File: src/rtl/sbrPkg.sv
package sbrPkg;
  localparam int ADDR_W = 32;
  localparam int DATA_W = 64;
  localparam int BE_W = DATA_W / 8;
  localparam int DEPTH = 16;
  localparam int IDX_W = $clog2(DEPTH);
  localparam int BEATS = 4;
  localparam int CNT_W = $clog2(BEATS);
  localparam int TAG_W = 3;
  localparam int BYTE_SHIFT = $clog2(BE_W);
  localparam int WORDS_PER_BEAT = BE_W / 4;

  typedef struct packed {
    logic memWrite;
    logic [IDX_W-1:0] wrIdx;
    logic [BE_W-1:0] wrMask;
    logic rdValid;
    logic [IDX_W-1:0] rdIdx;
  } strobes_t;
endpackage

File: src/rtl/sbrControl.sv
module sbrControl
  import sbrPkg::*;
(
  input  logic clk,
  input  logic rstN,
  input  logic reqValid,
  input  logic reqRead,
  input  logic reqLine,
  input  logic [ADDR_W-1:0] reqAddr,
  input  logic [BE_W-1:0] reqByteEn,
  output strobes_t strobes,
  output logic addrAck,
  output logic rdDataAck,
  output logic wrDataAck,
  output logic busy,
  output logic [TAG_W-1:0] rdWordAddr
);
  localparam int LAST = BEATS - 1;
  localparam logic [TAG_W-1:0] TAG_STEP = TAG_W'(WORDS_PER_BEAT);
  localparam logic [IDX_W-1:0] LINE_MASK = ~IDX_W'(BEATS - 1);

  logic rdActive, wrActive;
  logic [IDX_W-1:0] rdIdxQ, wrIdxQ;
  logic [CNT_W-1:0] rdLeft, wrLeft;
  logic [TAG_W-1:0] rdTagQ;
  logic [IDX_W-1:0] reqIdx, lineBase;
  logic rdAccept, wrAccept;
  logic unusedAddrBits;

  assign reqIdx = reqAddr[BYTE_SHIFT +: IDX_W];
  assign lineBase = reqIdx & LINE_MASK;
  assign unusedAddrBits = ^{reqAddr[ADDR_W-1:BYTE_SHIFT+IDX_W], reqAddr[1:0]};

  assign rdAccept = reqValid && reqRead && !rdActive;
  assign wrAccept = reqValid && !reqRead && !wrActive;

  always_ff @(posedge clk or negedge rstN) begin
    if (!rstN) begin
      rdActive <= 1'b0;
      rdIdxQ <= '0;
      rdLeft <= '0;
      rdTagQ <= '0;
    end else if (rdAccept) begin
      rdActive <= 1'b1;
      rdIdxQ <= reqLine ? lineBase : reqIdx;
      rdLeft <= reqLine ? CNT_W'(LAST) : '0;
      rdTagQ <= reqLine ? '0 : reqAddr[2 +: TAG_W];
    end else if (rdActive) begin
      if (rdLeft == '0) begin
        rdActive <= 1'b0;
      end else begin
        rdIdxQ <= rdIdxQ + 1'b1;
        rdLeft <= rdLeft - 1'b1;
        rdTagQ <= rdTagQ + TAG_STEP;
      end
    end
  end

  always_ff @(posedge clk or negedge rstN) begin
    if (!rstN) begin
      wrActive <= 1'b0;
      wrIdxQ <= '0;
      wrLeft <= '0;
    end else if (wrAccept && reqLine) begin
      wrActive <= 1'b1;
      wrIdxQ <= lineBase + 1'b1;
      wrLeft <= CNT_W'(LAST - 1);
    end else if (wrActive) begin
      if (wrLeft == '0) begin
        wrActive <= 1'b0;
      end else begin
        wrIdxQ <= wrIdxQ + 1'b1;
        wrLeft <= wrLeft - 1'b1;
      end
    end
  end

  always_comb begin
    strobes.memWrite = wrAccept || wrActive;
    strobes.wrIdx = wrActive ? wrIdxQ : (reqLine ? lineBase : reqIdx);
    strobes.wrMask = (wrActive || reqLine) ? '1 : reqByteEn;
    strobes.rdValid = rdActive;
    strobes.rdIdx = rdIdxQ;
  end

  assign addrAck = rdAccept || wrAccept;
  assign rdDataAck = rdActive;
  assign wrDataAck = wrAccept || wrActive;
  assign busy = rdActive || wrActive;
  assign rdWordAddr = rdActive ? rdTagQ : '0;
endmodule

File: src/rtl/sbrDatapath.sv
module sbrDatapath
  import sbrPkg::*;
(
  input  logic clk,
  input  logic rstN,
  input  strobes_t strobes,
  input  logic [DATA_W-1:0] wrData,
  output logic [DATA_W-1:0] rdData
);
  for (genvar b = 0; b < BE_W; b++) begin : gLane
    logic [7:0] laneMem [DEPTH];

    always_ff @(posedge clk or negedge rstN) begin
      if (!rstN) begin
        for (int i = 0; i < DEPTH; i++) laneMem[i] <= '0;
      end else if (strobes.memWrite && strobes.wrMask[b]) begin
        laneMem[strobes.wrIdx] <= wrData[b*8 +: 8];
      end
    end

    assign rdData[b*8 +: 8] = strobes.rdValid ? laneMem[strobes.rdIdx] : 8'h00;
  end
endmodule

File: src/rtl/splitBusResponder.sv
module splitBusResponder
  import sbrPkg::*;
(
  input  logic clk,
  input  logic rstN,
  input  logic reqValid,
  input  logic reqRead,
  input  logic reqLine,
  input  logic [ADDR_W-1:0] reqAddr,
  input  logic [BE_W-1:0] reqByteEn,
  input  logic [DATA_W-1:0] wrData,
  output logic addrAck,
  output logic [DATA_W-1:0] rdData,
  output logic [TAG_W-1:0] rdWordAddr,
  output logic rdDataAck,
  output logic wrDataAck,
  output logic busy
);
  strobes_t strobes;

  sbrControl i_control (
    .clk(clk), .rstN(rstN), .reqValid(reqValid), .reqRead(reqRead),
    .reqLine(reqLine), .reqAddr(reqAddr), .reqByteEn(reqByteEn),
    .strobes(strobes), .addrAck(addrAck), .rdDataAck(rdDataAck),
    .wrDataAck(wrDataAck), .busy(busy), .rdWordAddr(rdWordAddr)
  );

  sbrDatapath i_datapath (
    .clk(clk), .rstN(rstN), .strobes(strobes), .wrData(wrData), .rdData(rdData)
  );
endmodule

File: config.mk
export PLATFORM = sky130hd
export DESIGN_NAME = splitBusResponder
export DESIGN_NICKNAME = d
export VERILOG_FILES = /design/src/rtl/sbrPkg.sv /design/src/rtl/sbrControl.sv /design/src/rtl/sbrDatapath.sv /design/src/rtl/splitBusResponder.sv
export SDC_FILE = /design/constraint.sdc
export NUM_CORES = 2
export LEC_CHECK = 0
export ABC_CLOCK_PERIOD_IN_PS = 2600
export BUFFER_PORTS_ARGS = -buffer_cell sky130_fd_sc_hd__buf_2
export CAP_MARGIN = 5
export CORE_UTILIZATION = 50
export CTS_CLUSTER_DIAMETER = 100
export CTS_CLUSTER_SIZE = 8
export DETAILED_ROUTE_END_ITERATION = 8
export GPL_TIMING_DRIVEN = 1
export PLACE_DENSITY = 0.72
export SLEW_MARGIN = 30
export SYNTH_ARGS = -nofsm -noshare
export SYNTH_HDL_FRONTEND = slang
export SYNTH_SLANG_ARGS = --single-unit
File: constraint.sdc
create_clock -name clk -period 2.6 [get_ports clk]
set_clock_uncertainty 0.1 [all_clocks]
set_input_delay 0.52 -clock clk [delete_from_list [all_inputs] [get_ports clk]]
set_output_delay 0.52 -clock clk [all_outputs]
set_load 0.005 [all_outputs]
---- After elaboration in Yosys (flattened, before gate mapping) ----
Cells that the tools add are included.
word-level totals
  bits in latches ......................... 0
  word-level logic and storage cells ...... 244
  memory bits (read-only) ................. 0
  bits in writable memories ............... 0
  bits of input ports ..................... 109
  flip-flop bits (word level) ............. 1041
  memories kept ........................... 0
cells by class
  equal/unequal tests ..................... 2
  bitwise gates (word level) .............. 2
  $mul .................................... 0
  order comparisons ....................... 3
  divide/modulo/power cells ............... 0
  multiplexer cells ....................... 69
  shifts and indexed selects .............. 0
  reduce and logical (&&, ||, !) cells .... 27
  add/sub/neg operators ................... 6
operators with widths
  kind                   number
  $bwmux W128            8
  $bmux W8 S4            8
  $mux W8                26
  $demux W8 S4           1
  $mux W4                7
  $mux W2                8
  $mux W3                5
  $logic_and A1 B1 Y1    14
  $add A4 B1 Y4 const B  3
  $ge A5 B5 Y1 const B   2
  $not A4 Y5             2
  $mux W1                6
  $lt A5 B1 Y1 const B   1
  $logic_not A2 Y1       2
  $logic_or A1 B1 Y1     4
  $ne A2 B1 Y1 const B   2
  $reduce_and A2 Y1      2
  $reduce_bool A2 Y1     2
  $sub A2 B1 Y2 const B  2
  $add A3 B2 Y3 const B  1
  $logic_not A1 Y1       3

---- Logic depth before layout (Yosys ltp) ----
  depth in word-level cells ............... 8
  gate-level depth with buffers ........... 7
  mapped depth without buffers ............ 7

---- Cells and area by module ----
Synthesis repeated with hierarchy kept, for this count alone.
second synthesis, totals
  cells, all modules ...................... 3481
  area total of the unflattened synthesis .. 48390.2 sq um
modules (own cells, without submodules)
  module       sequential area each (sq um)  area each (sq um)  times used  cells an instance
  sbrDatapath  25624.6                       47344.2            1           3372
  sbrControl   425.4                         1046.0             1           109

---- Worst setup path after synthesis ----
OpenSTA, ideal clock, no wires.
  kind .................................... flip-flop to output port
  start point ............................. reg i_control.rdIdxQ[0]
  end point ............................... out rdData[10]
  arrival ................................. 1719 ps
  path slack .............................. 261 ps
  data required time ...................... 1980 ps
  stages on the path, launching flop included .. 8
  path buffers ............................ 3
  cells stage by stage .................... dfrtp_1 > clkbuf_1 > clkbuf_1 > clkbuf_1 > mux2i_1 > a22oi_1 > nand2_1 > o22ai_1
between the ends
  cells in the longest elaborated chain, start to end .. 5
ends and longest elaborated chain
  what                                         line                     text
  from (decl)                                  sbrControl.sv:23         logic [IDX_W-1:0] rdIdxQ, wrIdxQ;
  from (signal assigned)                       sbrControl.sv:45         rdIdxQ <= reqLine ? lineBase : reqIdx;
  from (signal assigned)                       sbrControl.sv:52         rdIdxQ <= rdIdxQ + 1'b1;
  $not A4 Y5 (not written as such)             sbrDatapath.sv:21        assign rdData[b*8 +: 8] = strobes.rdValid ? laneMem[strobes.rdIdx] : 8'h00;
  $bmux W8 S4                                  sbrDatapath.sv:21
  $mux W8 (not written as such) (2 in series)  sbrDatapath.sv:21
  $mux W8                                      sbrDatapath.sv:21
  to (decl)                                    splitBusResponder.sv:13  output logic [DATA_W-1:0] rdData,
Every way passes these cells. The select of a mux whose other input is x is not followed.

---- Final worst setup path ----
  start point ............................. reg i_control.rdIdxQ[0]
  end point ............................... out rdData[61]
The elaborated chain is that of the path after synthesis.

==> reports/metrics.csv <==
stage,metric,value,unit
timing,f_max,0.3014,GHz
global_route,initial antenna violation count,10,
run,MaxCap Viol Count,0,
synth,Mapped Cells,3448,
synth,#FFs+latches synth,1041,
global_route,grt total ovfl,0,
synth,Synth area leader,dfrtp_1,
route,vias,31280,
critical_path,cell family with most CP delay,buffers and inverters,
finish,Seq. cell area,26060,µm²
synth,share of the synthesized area in the top cell type,0.5220,
critical_path,Crit. End Element,primary output,
timing,worst setup margin,-0.7176,ns
critical_path,CP Launch Type,flip-flop,
timing,period utilization,1.276,
critical_path,CP arrival,2.70,ns
floorplan,Die Y,317.9,µm
global_route,first-pass GRT wire length,201800,µm
timing,final slew viol count,0,
critical_path,CP bufs+invs,5,
place,Final GP Congestion,0.8091,
route,total wire length,128700,µm
power,VDD IR-drop max,0.6630,mV
timing,# setup viols final,64,
clock_network,Max Buffers Root-to-Sink,3,
power,Pwr Density,1268,nW/µm²
place,worst setup slack after placement,-0.05035,ns
finish,area occupied by multi-input gates,23110,µm²
clock_network,CTS tree,done,
synth,syn nets,3561,
clock_network,total CTS buffers,148,
synth,sequential area share after synthesis,0.5220,
timing,final hold viol count,0,
global_route,GRT Total Usage,0.2573,
status,failing checks,negative setup slack,
global_route,largest net degree at the start of global routing,91,
synth,"EDFF count, synth",0,
critical_path,crit path kind,reg -> out,
route,First-pass DRT Iterations,5,
worst_hold_path,worst min path class,in -> reg,
power,Pleak,0.02801,µW
timing,Worst-Margin Slew,0.7540,ns
clock_network,clk root buf,clkbuf_16,
floorplan,die area,101100,µm²
floorplan,number of I/O pins,180,
timing,Slew headroom,0.4957,
finish,"Net count, final",4067,
place,placed insts,5055,
power,Final Power,77650,µW
critical_path,Critical Path Fanout Max,14,
timing,RSZ-0062 raised after global routing,true,
place,dpl hpwl,81920,µm
synth,"Cell Area, Synth",49900,µm²
synth,Syn Area/Cell,14.47,µm²
timing,min Tclk post-route,3.318,ns
critical_path,Max stage delay on crit path,0.51,ns
floorplan,Initial Util,0.5063,
synth,"Top FF cell, synth",dfrtp_1,
route,Iteration-0 DRC Markers,1984,
clock_network,clk sink count,1041,
floorplan,Core Area,98560,µm²
global_route,number of global-route vias before repair,33760,
status,outcome,"complete, but fails checks",
clock_network,Skew-Pair Late Insertion Delay,0.74,ns
synth,Synth area leaders,"dfrtp_1 (52%), mux2_2 (20%), mux2i_1 (9.2%)",
finish,layout cells sized above 1,0.5033,
clock_network,clock-pin slew on the worst setup and hold paths,0.05,ns
floorplan,std cell rows,115,
finish,final core utilization,0.6213,
route,DR DRC count,0,
finish,final std cells w/o fill,5260,
critical_path,Slowest cell on crit path,dfrtp_4,
critical_path,"Req. time, crit path",1.98,ns
route,routed vias/inst,5.946,
floorplan,chip width,317.9,µm
route,DR WL/cell,24.47,µm
clock_network,Max H-tree Level,4,
synth,asr flop ratio synth,1.000,
finish,Syn-to-layout area delta,22.70,%
finish,# fillers,7157,
synth,post-synth cell types,54,
route,Routed Antenna Nets,0,
place,Port Buffers,152,
critical_path,crit path cell chain,buf_12 -> buf_16 -> buf_4 -> mux2i_1 -> a22oi_1 -> nand2_1 -> o22ai_2 -> buf_6 -> buf_2,
synth,Yosys warnings,0,
[placed cells by master, fill, tap and decap left out, types with 35 or more instances in the layout]
cell	count
mux2i_1	457
clkbuf_16	157
dfrtp_1	1037
nor3_4	120
mux2_4	112
buf_6	35
nand2_1	114
mux2_1	46
buf_12	157
mux2_2	866
buf_4	232
a22oi_1	194
buf_2	148
[sequential cells by signal, indices dropped and copies added, names as in the netlist]
name                      flops
i_datapath.gLane.laneMem   1024
i_control.rdIdxQ              4
i_control.wrIdxQ              4
i_control.rdTagQ              3
i_control.rdLeft              2
i_control.wrLeft              2
i_control.rdDataAck           1
i_control.wrActive            1
[power by group]
part | internal (µW) | switching, µW | leakage, µW
Combinational | 17300 | 16100 | 0.0129
Sequential | 23500 | 3770 | 0.0132
Clock | 10300 | 6760 | 0.00194
[cell families (layout without fill, tap and decap cells)]
| group | count (synthesis) | in the layout | share of synthesized area |
|---|---|---|---|
| XOR/XNOR | 2 | 2 | 0.0003511 |
| buffers and inverters | 246 | 768 | 0.02555 |
| AND/OR/NAND/NOR | 290 | 290 | 0.05488 |
| adder cells (fa/ha/maj) | 4 | 4 | 0.001003 |
| other | 0 | 3 | 0 |
| multiplexers | 1509 | 1509 | 0.3438 |
| AO/OA/AOI/OAI | 356 | 356 | 0.05243 |
| flip-flops | 1041 | 1041 | 0.5220 |
[Yosys cell counts, types with 10 or more instances]
cell type  number
clkbuf_1       66
a221oi_1       28
a22oi_1       200
inv_1          10
nor3_4        120
buf_2          53
dfrtp_1      1041
buf_6          26
mux2i_1       457
o22ai_1        37
mux4_2         28
mux2_1         46
mux2_2        866
mux2_4        112
nand2_1       118
buf_1          79
o21ai_0        63
[through the flow]
| stage | hold WS (ns) | setup TNS [ns] | area (µm²) |
|---|---|---|---|
| floorplan | 0.1244 | 0 | 49900 |
| global placement | 0.3512 | -0.1005 | 56080 |
| detailed placement | 0.3529 | -0.09753 | 56080 |
| CTS | 0.03120 | -40.66 | 60810 |
| global route | 0.04583 | -42.91 | 61230 |
| finish | 0.07462 | -36.97 | 61230 |
[tightest hold or removal path: stages]
cell	delay, ns
buf_2	0.14
nand3b_1	0.11
o211ai_1	0.09
[cell type report]
type	instances	share of cell area
flip-flops and latches	1041	0.4256
clock buffers	155	0.06230
repair buffers	592	0.1056
well taps	1287	0.02630
inverters	10	0.0006130
clock inverters	11	0.002125
diodes	3	0.0001226
multi-input cells	2161	0.3774
[final timing paths]
kind	to	slack, ns	from	cells after the start
max	rdData[61]	-0.72	i_control.rdIdxQ[0]$_DFFE_PN0P_	9
min	i_control.rdTagQ[1]$_DFFE_PN0P_	0.07	reqAddr[3]	3
max reg2reg	i_datapath.gLane[6].laneMem[81]$_DFFE_PN0P_	0.06	i_control.wrActive$_DFF_PN0_	7
min reg2reg	i_control.rdTagQ[0]$_DFFE_PN0P_	0.36	i_control.rdTagQ[0]$_DFFE_PN0P_	2
max in group asynchronous	i_datapath.gLane[5].laneMem[82]$_DFFE_PN0P_	1.22	rstN	4
min in group asynchronous	i_datapath.gLane[4].laneMem[9]$_DFFE_PN0P_	0.20	rstN	2
[layer usage]
metal  global-route usage  share of wire  vias to the layer above
met5                    0        0.00057                        -
met4              0.09148          0.027                       12
met2               0.4142           0.49                      752
met1               0.3489           0.43                    16470
li1                     -              -                    13810
met3              0.04764          0.052                      237
[what timing repair did]
| item | 4_1_cts | 5_1_grt |
|---|---|---|
| setup endpoints to repair | 65 | 64 |
| endpoints found under the hold margin | 74 | 0 |
| cloned | 4 | 5 |
| pin swaps | 48 | 54 |
| resized for setup | 138 | 64 |
| hold buffers | 2 | 0 |
| setup buffers | 18 | 7 |
Power figures use the tool's default switching activity.
